`src/rtl/tmr8_pkg.sv`:
```
package tmr8_pkg;
    localparam int CNT_W  = 8;
    localparam int SEL_W  = 3;
    localparam int NDIV   = 5;
    localparam int NFLAG  = 3;
    localparam int ADDR_W = 3;

    localparam int FLG_OVF = 0;
    localparam int FLG_A   = 1;
    localparam int FLG_B   = 2;
    localparam int CTRL_MODE_BIT = SEL_W;

    localparam logic [CNT_W-1:0] CNT_MAX = '1;

    localparam logic [SEL_W-1:0] SEL_STOP     = 3'd0;
    localparam logic [SEL_W-1:0] SEL_EXT_FALL = 3'd6;
    localparam logic [SEL_W-1:0] SEL_EXT_RISE = 3'd7;

    localparam logic [ADDR_W-1:0] REG_CTRL  = 3'd0;
    localparam logic [ADDR_W-1:0] REG_COUNT = 3'd1;
    localparam logic [ADDR_W-1:0] REG_CMPA  = 3'd2;
    localparam logic [ADDR_W-1:0] REG_CMPB  = 3'd3;
    localparam logic [ADDR_W-1:0] REG_IEN   = 3'd4;
    localparam logic [ADDR_W-1:0] REG_FLAG  = 3'd5;

    typedef struct packed {
        logic s1;
        logic s2;
        logic s3;
    } sync_s;

    typedef struct packed {
        logic [CNT_W-1:0] count;
        logic [NFLAG-1:0] flags;
    } core_s;

    typedef struct packed {
        logic [SEL_W-1:0] sel;
        logic             clr_mode;
        logic [CNT_W-1:0] cmp_a;
        logic [CNT_W-1:0] cmp_b;
        logic [NFLAG-1:0] ien;
    } regs_s;
endpackage

```
`src/rtl/tmr_pin_edge.sv`:
```
module tmr_pin_edge
    import tmr8_pkg::*;
(
    input  logic clk,
    input  logic rst_n,
    input  logic pin,
    output logic rise_o,
    output logic fall_o
);
    sync_s sy_q, sy_d;

    always_comb begin
        sy_d    = sy_q;
        sy_d.s1 = pin;
        sy_d.s2 = sy_q.s1;
        sy_d.s3 = sy_q.s2;
        rise_o  = sy_q.s2 && !sy_q.s3;
        fall_o  = !sy_q.s2 && sy_q.s3;
    end

    always_ff @(posedge clk) begin
        if (!rst_n) sy_q <= '0;
        else        sy_q <= sy_d;
    end

    AST_RISE_SINGLE: assert property (@(posedge clk) disable iff (!rst_n)
        rise_o |=> !rise_o);
    AST_FALL_SINGLE: assert property (@(posedge clk) disable iff (!rst_n)
        fall_o |=> !fall_o);
endmodule

```
`src/rtl/tmr_tick_sel.sv`:
```
module tmr_tick_sel
    import tmr8_pkg::*;
(
    input  logic [SEL_W-1:0] sel,
    input  logic [NDIV-1:0]  pre_tick,
    input  logic             ext_rise,
    input  logic             ext_fall,
    output logic             tick_o
);
    always_comb begin
        tick_o = 1'b0;
        for (int i = 0; i < NDIV; i++) begin
            if (sel == SEL_W'(i + 1)) tick_o = pre_tick[i];
        end
        if (sel == SEL_EXT_FALL) tick_o = ext_fall;
        if (sel == SEL_EXT_RISE) tick_o = ext_rise;
    end
endmodule

```
`src/rtl/tmr_core.sv`:
```
module tmr_core
    import tmr8_pkg::*;
(
    input  logic             clk,
    input  logic             rst_n,
    input  logic             tick,
    input  logic             clr_mode,
    input  logic [CNT_W-1:0] cmp_a,
    input  logic [CNT_W-1:0] cmp_b,
    input  logic             cnt_wr,
    input  logic [CNT_W-1:0] cnt_wdata,
    input  logic [NFLAG-1:0] flag_w1c,
    input  logic [NFLAG-1:0] flag_ack,
    output logic [CNT_W-1:0] count_o,
    output logic [NFLAG-1:0] flags_o
);
    core_s            st_q, st_d;
    logic             step, hit_a, hit_b;
    logic [NFLAG-1:0] ev;

    always_comb begin
        st_d  = st_q;
        hit_a = (st_q.count == cmp_a);
        hit_b = (st_q.count == cmp_b);
        step  = tick && !cnt_wr;
        ev    = '0;
        if (cnt_wr) begin
            st_d.count = cnt_wdata;
        end else if (tick) begin
            if (clr_mode && hit_a) begin
                st_d.count   = '0;
                ev[FLG_OVF]  = 1'b1;
            end else begin
                st_d.count   = st_q.count + 1'b1;
                ev[FLG_OVF]  = !clr_mode && (st_q.count == CNT_MAX);
            end
        end
        ev[FLG_A]  = step && hit_a;
        ev[FLG_B]  = step && hit_b;
        st_d.flags = (st_q.flags & ~(flag_w1c | flag_ack)) | ev;
    end

    always_ff @(posedge clk) begin
        if (!rst_n) st_q <= '0;
        else        st_q <= st_d;
    end

    assign count_o = st_q.count;
    assign flags_o = st_q.flags;

    AST_WRITE_WINS: assert property (@(posedge clk) disable iff (!rst_n)
        cnt_wr |=> (count_o == $past(cnt_wdata)));
    AST_IDLE_HOLD: assert property (@(posedge clk) disable iff (!rst_n)
        (!tick && !cnt_wr) |=> $stable(count_o));
    AST_FREE_WRAP: assert property (@(posedge clk) disable iff (!rst_n)
        (tick && !cnt_wr && !clr_mode && count_o == CNT_MAX)
        |=> (count_o == '0 && flags_o[FLG_OVF]));
    AST_MATCH_CLEAR: assert property (@(posedge clk) disable iff (!rst_n)
        (tick && !cnt_wr && clr_mode && count_o == cmp_a)
        |=> (count_o == '0 && flags_o[FLG_OVF] && flags_o[FLG_A]));
    AST_ACK_CLEARS_B: assert property (@(posedge clk) disable iff (!rst_n)
        (flag_ack[FLG_B] && !(tick && !cnt_wr && count_o == cmp_b))
        |=> !flags_o[FLG_B]);
endmodule

```
`src/rtl/tick_timer8.sv`:
```
module tick_timer8
    import tmr8_pkg::*;
(
    input  logic              clk,
    input  logic              rst_n,
    input  logic [ADDR_W-1:0] bus_addr,
    input  logic              bus_wr,
    input  logic [CNT_W-1:0]  bus_wdata,
    input  logic              bus_rd,
    output logic [CNT_W-1:0]  bus_rdata,
    input  logic [NDIV-1:0]   pre_tick,
    input  logic              ext_pin,
    input  logic [NFLAG-1:0]  irq_ack,
    output logic [NFLAG-1:0]  irq
);
    regs_s            rg_q, rg_d;
    logic             ext_rise, ext_fall, tick;
    logic             cnt_wr;
    logic [NFLAG-1:0] flag_w1c, flags;
    logic [CNT_W-1:0] count;

    tmr_pin_edge u_edge (
        .clk(clk), .rst_n(rst_n), .pin(ext_pin),
        .rise_o(ext_rise), .fall_o(ext_fall)
    );

    tmr_tick_sel u_sel (
        .sel(rg_q.sel), .pre_tick(pre_tick),
        .ext_rise(ext_rise), .ext_fall(ext_fall), .tick_o(tick)
    );

    tmr_core u_core (
        .clk(clk), .rst_n(rst_n), .tick(tick), .clr_mode(rg_q.clr_mode),
        .cmp_a(rg_q.cmp_a), .cmp_b(rg_q.cmp_b),
        .cnt_wr(cnt_wr), .cnt_wdata(bus_wdata),
        .flag_w1c(flag_w1c), .flag_ack(irq_ack),
        .count_o(count), .flags_o(flags)
    );

    always_comb begin
        rg_d     = rg_q;
        cnt_wr   = bus_wr && (bus_addr == REG_COUNT);
        flag_w1c = (bus_wr && bus_addr == REG_FLAG) ? bus_wdata[NFLAG-1:0] : '0;
        if (bus_wr) begin
            case (bus_addr)
                REG_CTRL: begin
                    rg_d.sel      = bus_wdata[SEL_W-1:0];
                    rg_d.clr_mode = bus_wdata[CTRL_MODE_BIT];
                end
                REG_CMPA: rg_d.cmp_a = bus_wdata;
                REG_CMPB: rg_d.cmp_b = bus_wdata;
                REG_IEN:  rg_d.ien   = bus_wdata[NFLAG-1:0];
                default:  ;
            endcase
        end
    end

    always_ff @(posedge clk) begin
        if (!rst_n) rg_q <= '0;
        else        rg_q <= rg_d;
    end

    always_comb begin
        bus_rdata = '0;
        if (bus_rd) begin
            case (bus_addr)
                REG_CTRL: begin
                    bus_rdata[SEL_W-1:0]     = rg_q.sel;
                    bus_rdata[CTRL_MODE_BIT] = rg_q.clr_mode;
                end
                REG_COUNT: bus_rdata = count;
                REG_CMPA:  bus_rdata = rg_q.cmp_a;
                REG_CMPB:  bus_rdata = rg_q.cmp_b;
                REG_IEN:   bus_rdata[NFLAG-1:0] = rg_q.ien;
                REG_FLAG:  bus_rdata[NFLAG-1:0] = flags;
                default:   bus_rdata = '0;
            endcase
        end
    end

    assign irq = flags & rg_q.ien;

    AST_STOP_NO_TICK: assert property (@(posedge clk) disable iff (!rst_n)
        (rg_q.sel == SEL_STOP) |-> !tick);
    AST_NO_IRQ_UNENABLED: assert property (@(posedge clk) disable iff (!rst_n)
        (rg_q.ien == '0) |-> (irq == '0));
    AST_ACK_CLEARS_OVF: assert property (@(posedge clk) disable iff (!rst_n)
        (irq_ack[FLG_OVF] && !tick) |=> !flags[FLG_OVF]);
endmodule

```
`config.mk`:
```
export PLATFORM = sky130hd
export DESIGN_NAME = tick_timer8
export DESIGN_NICKNAME = d
export VERILOG_FILES = /design/src/rtl/tmr8_pkg.sv /design/src/rtl/tmr_pin_edge.sv /design/src/rtl/tmr_tick_sel.sv /design/src/rtl/tmr_core.sv /design/src/rtl/tick_timer8.sv
export SDC_FILE = /design/constraint.sdc
export NUM_CORES = 1
export LEC_CHECK = 0
export ABC_AREA = 1
export BUFFER_PORTS_ARGS = -buffer_cell sky130_fd_sc_hd__buf_2
export CORE_MARGIN = 5
export CORE_UTILIZATION = 60
export DETAILED_ROUTE_END_ITERATION = 16
export HOLD_SLACK_MARGIN = 0.05
export PLACE_DENSITY = 0.8
export REMOVE_ABC_BUFFERS = 1
export SYNTH_ARGS = -nofsm -noshare
export SYNTH_HDL_FRONTEND = slang
export SYNTH_HIERARCHICAL = 1
export SYNTH_SLANG_ARGS = --single-unit
export TNS_END_PERCENT = 100
```
`constraint.sdc`:
```
create_clock -name clk -period 3.1 [get_ports clk]
set_input_delay 0.62 -clock clk [delete_from_list [all_inputs] [get_ports clk]]
set_output_delay 0.62 -clock clk [all_outputs]
set_load 0.01 [all_outputs]
```
==> metrics.md <==
| Metric | Value |
|---|---|
| Sequential area share after synthesis | `between 30% and 40%` |
| Clock transition at the registers of the reported paths | `0.07 ns` |
| Prevailing post-synth register cell | `dfxtp_1` |
| Instance area at placement | `between 0.002 and 0.003 mm^2` |
| Static leakage | `approximately 1.2 nW` |
| Setup bufs post-CTS | `0` |
| Share of the synthesized area in the top cell type | `between 30 and 40%` |
| Power per unit of standard cell area | `about 370 mW/mm^2` |
| Detailed Route Iter0 Violations | `~170` |
| Worst hold path class | `flop to flop` |
| CTS root buffer | `clkbuf_8` |
| Slowest Stage Delay on Critical Path | `0.29 ns` |
| Peak supply drop | `0.321 mV` |
| Flop and latch count out of synthesis | `37` |
| Cell internal power dissipation | `0.000717 W` |
| CP Capture Type | `primary output` |
| Area contributors post-synth | `dfxtp_1 30%, nand2_1 11%, nor2_1 7.7%` |
| Crit Path Max Fanout | `16` |
| Starting density of the core | `61.4%` |
| Synth Area in Compound Gates | `between 10% and 20%` |
| Count of flip-flops with a built-in enable after synthesis | `0` |
| Clock sink count | `37` |
| Fraction of layout instances using a drive strength above 1 | `19.4%` |
| MaxCap Viol Count | `0` |
| DRC violations left | `0` |
| Switching power summed over all nets | `0.000277 W` |
| Ys async rst share | `0%` |
| Cell area after synthesis | `roughly 0.0024 mm^2` |
| Max-slew violation count | `0` |
| Data arrival time of the critical path | `between 1.5 and 2 ns` |
| Final Power | `a little under 0.001 W` |
| Die span in x | `between 70 and 80 um` |
| Die Height | `between 70 and 80 um` |
| Number of buffers created by CTS | `5` |
| Synthesized-area fraction occupied by xor and xnor cells | `slightly below 5%` |
| Slew of the pin with the lowest slew margin | `~0.85 ns` |
| Final clock period utilization by the worst path | `76.8%` |
| Max-slew headroom at the worst pin | `a little over two fifths` |
| Sw Ratio | `27.9%` |
| Detailed-placement wirelength estimate | `approximately 4.5 mm` |
| PortBufs | `34` |
| Area of the die | `0.00544 mm^2` |
| Yosys top cell by area | `dfxtp_1` |
| Result of the run | `finished, final reports clean` |
| Fin Clk Skew | `between 0.005 and 0.006 ns` |
| First-pass GRT wire length | `10.1 mm` |
| Final critical-path setup slack | `a little over 0.7 ns` |
| Reg2reg path depth | `12` |
| Vias in the first global route | `2113` |
| Antenna diodes | `0` |
| Post-layout net count | `approximately 420` |
| Post-Synth Simple-Gate Area | `39.8%` |
| Number of distinct library cells after synthesis | `37` |
| Post-synthesis adder-cell area fraction | `less than 1%` |
| Layout Area Growth over Synthesis | `9.50%` |
| Post-Route Setup TNS | `0 ns` |
| Critical setup path kind | `input port to primary output` |
| Wire length per cell after detailed routing | `13.8 um` |
| Pin count of the biggest net entering global routing | `25` |
| Core Rows | `23` |
| Setup-violating endpoint count in the final report | `0` |
| First-pass iteration count of the detailed router | `6` |
| Final Cell Area | `approximately 0.0027 mm^2` |
| Unrepaired setup endpoints after global routing | `false` |
| Main combinational cell family by area after synthesis | `simple AND/OR/NAND/NOR gates` |
| Library cell contributing the largest single delay on the critical path | `buf_2` |
| Min cycle time layout | `approximately 2.4 ns` |
| CTS Buffer Depth | `2` |
| Multiplexer share of the synthesized area | `0%` |
| Skew-Pair Late Insertion Delay | `between 0.2 and 0.3 ns` |
| Overall global routing resource usage | `between 20% and 30%` |
| Warnings, synthesis | `6` |
| Post-synthesis average cell area | `approximately 6.7 um^2` |
| Clock Power Share | `between 30% and 40%` |
| FMAX | `roughly 420 MHz` |
| Number of antenna violations at the first check in global routing | `0` |
| Detailed-route via count | `between 2000 and 2500` |
| Worst-case setup slack after placement | `0.730 ns` |
| Placeable core region | `around 0.0040 mm^2` |
| Synth Instances | `~360` |
| Critical Path Source Type | `input port` |
| Post-cts resize count | `0` |
| Most common cell in the synthesized netlist | `nand2_1` |
| Routed via count divided by cell count | `between 5 and 6` |
| Combinational group share of total power | `approximately 14%` |
| H-tree depth reported by CTS | `2` |
| Cell-by-cell listing of the critical path | `buf_2 > inv_1 > nor3_4 > nand2_1 > nand2_1 > nor2_1 > nor2_1 > buf_2` |
| Count of endpoints failing hold in the final timing report | `0` |
| Total congestion overflow after global routing | `0` |
| Global placement routability congestion | `roughly 0.85` |
| I/O Pins | `35` |
| Cell depth of the worst hold path | `2` |
| CTS tree | `yes` |
| Critical path required time | `2.48 ns` |
| Routed WL | `just over 6 mm` |
| Post-synth top cells | `73 x nand2_1, 50 x nor2_1, 47 x inv_1` |
| Number of buffers inserted by hold repair at cts | `0` |
| Register share of total power | `between 50% and 60%` |
| Antenna viol nets, final | `0` |
critical path, delay by kind of cell:
kind	cells	cell delay [ns]
buffers and inverters	3	0.61
and+or+nand+nor	5	0.52
registers in the layout, summed over array words and instances, names as in the netlist:
| name | cells |
|---|---|
| u_edge/sy_d | 2 |
| u_core/count_o | 8 |
| u_edge/sy_q | 1 |
| u_core/flags_o | 3 |
| rg_q | 23 |
power groups by stage:
| stage | combinational, W | clock, W | sequential [W] |
|---|---|---|---|
| after global placement | 0.000138 | 0 | 0.000520 |
| after detailed placement | 0.000141 | 0 | 0.000520 |
| after CTS | 0.000142 | 0.000346 | 0.000509 |
| final | 0.000143 | 0.000341 | 0.000510 |
| after floorplan | 0.0000870 | 0 | 0.000514 |
| after global routing | 0.000161 | 0.000367 | 0.000511 |
cells by family after synthesis:
kind of cell,Yosys count
AO/OA/AOI/OAI,51
buffers and inverters,68
XOR/XNOR,12
flip-flops,37
adder cells (fa/ha/maj),1
AND/OR/NAND/NOR,195
final timing paths:
path,start,end,slack (ns)
worst min register to register,u_edge/sy_d[1],u_edge/sy_d[0],0.41
worst max-delay path,bus_addr[0],bus_rdata[3],0.72
worst min-delay path,u_edge/sy_d[1],u_edge/sy_d[0],0.41
worst max register to register,rg_q[22],u_core/flags_o[2],1.01
layer usage:
metal	up-vias	GRT usage (%)	part of all wire (%)	wire length [um]
met3	8	4.51	7.4	455
met4	0	8.05	1.2	76
met2	96	39.5	47	2890
met5	-	0	0	0
met1	1081	32.2	44	2700
li1	1225	-	-	-
stage by stage:
step / utilization, % / cells / hold WS (ns)
after global placement: 65.0 / 435 / 0.392
after floorplan: - / 350 / 0.390
after detailed placement: 65.0 / 435 / 0.400
after global routing: 67.2 / 442 / 0.462
final: 67.2 / 442 / 0.415
after CTS: 67.2 / 442 / 0.416
cell type report:
type	count	area [um^2]
timing repair buffer	35	178
tap	50	62.6
multi-input combinational	259	1390
fill	373	1300
sequential	37	741
clock buffer	7	86.3
inverter	54	209
layout by cell type (no fill, tap or decap), types with 5 or more instances in the layout:
cell type | synthesis | routed
nand2_1 | 73 | 73
nor2_1 | 50 | 50
inv_1 | 47 | 47
dfxtp_1 | 37 | 37
buf_2 | 4 | 34
nand3_1 | 31 | 31
a21oi_1 | 19 | 19
o21ai_0 | 19 | 19
nand4_1 | 13 | 13
a22oi_1 | 8 | 8
clkbuf_8 | 0 | 6
xor2_1 | 6 | 6
nand2_2 | 5 | 5
Note: power is estimated with default switching activity, not from simulation.
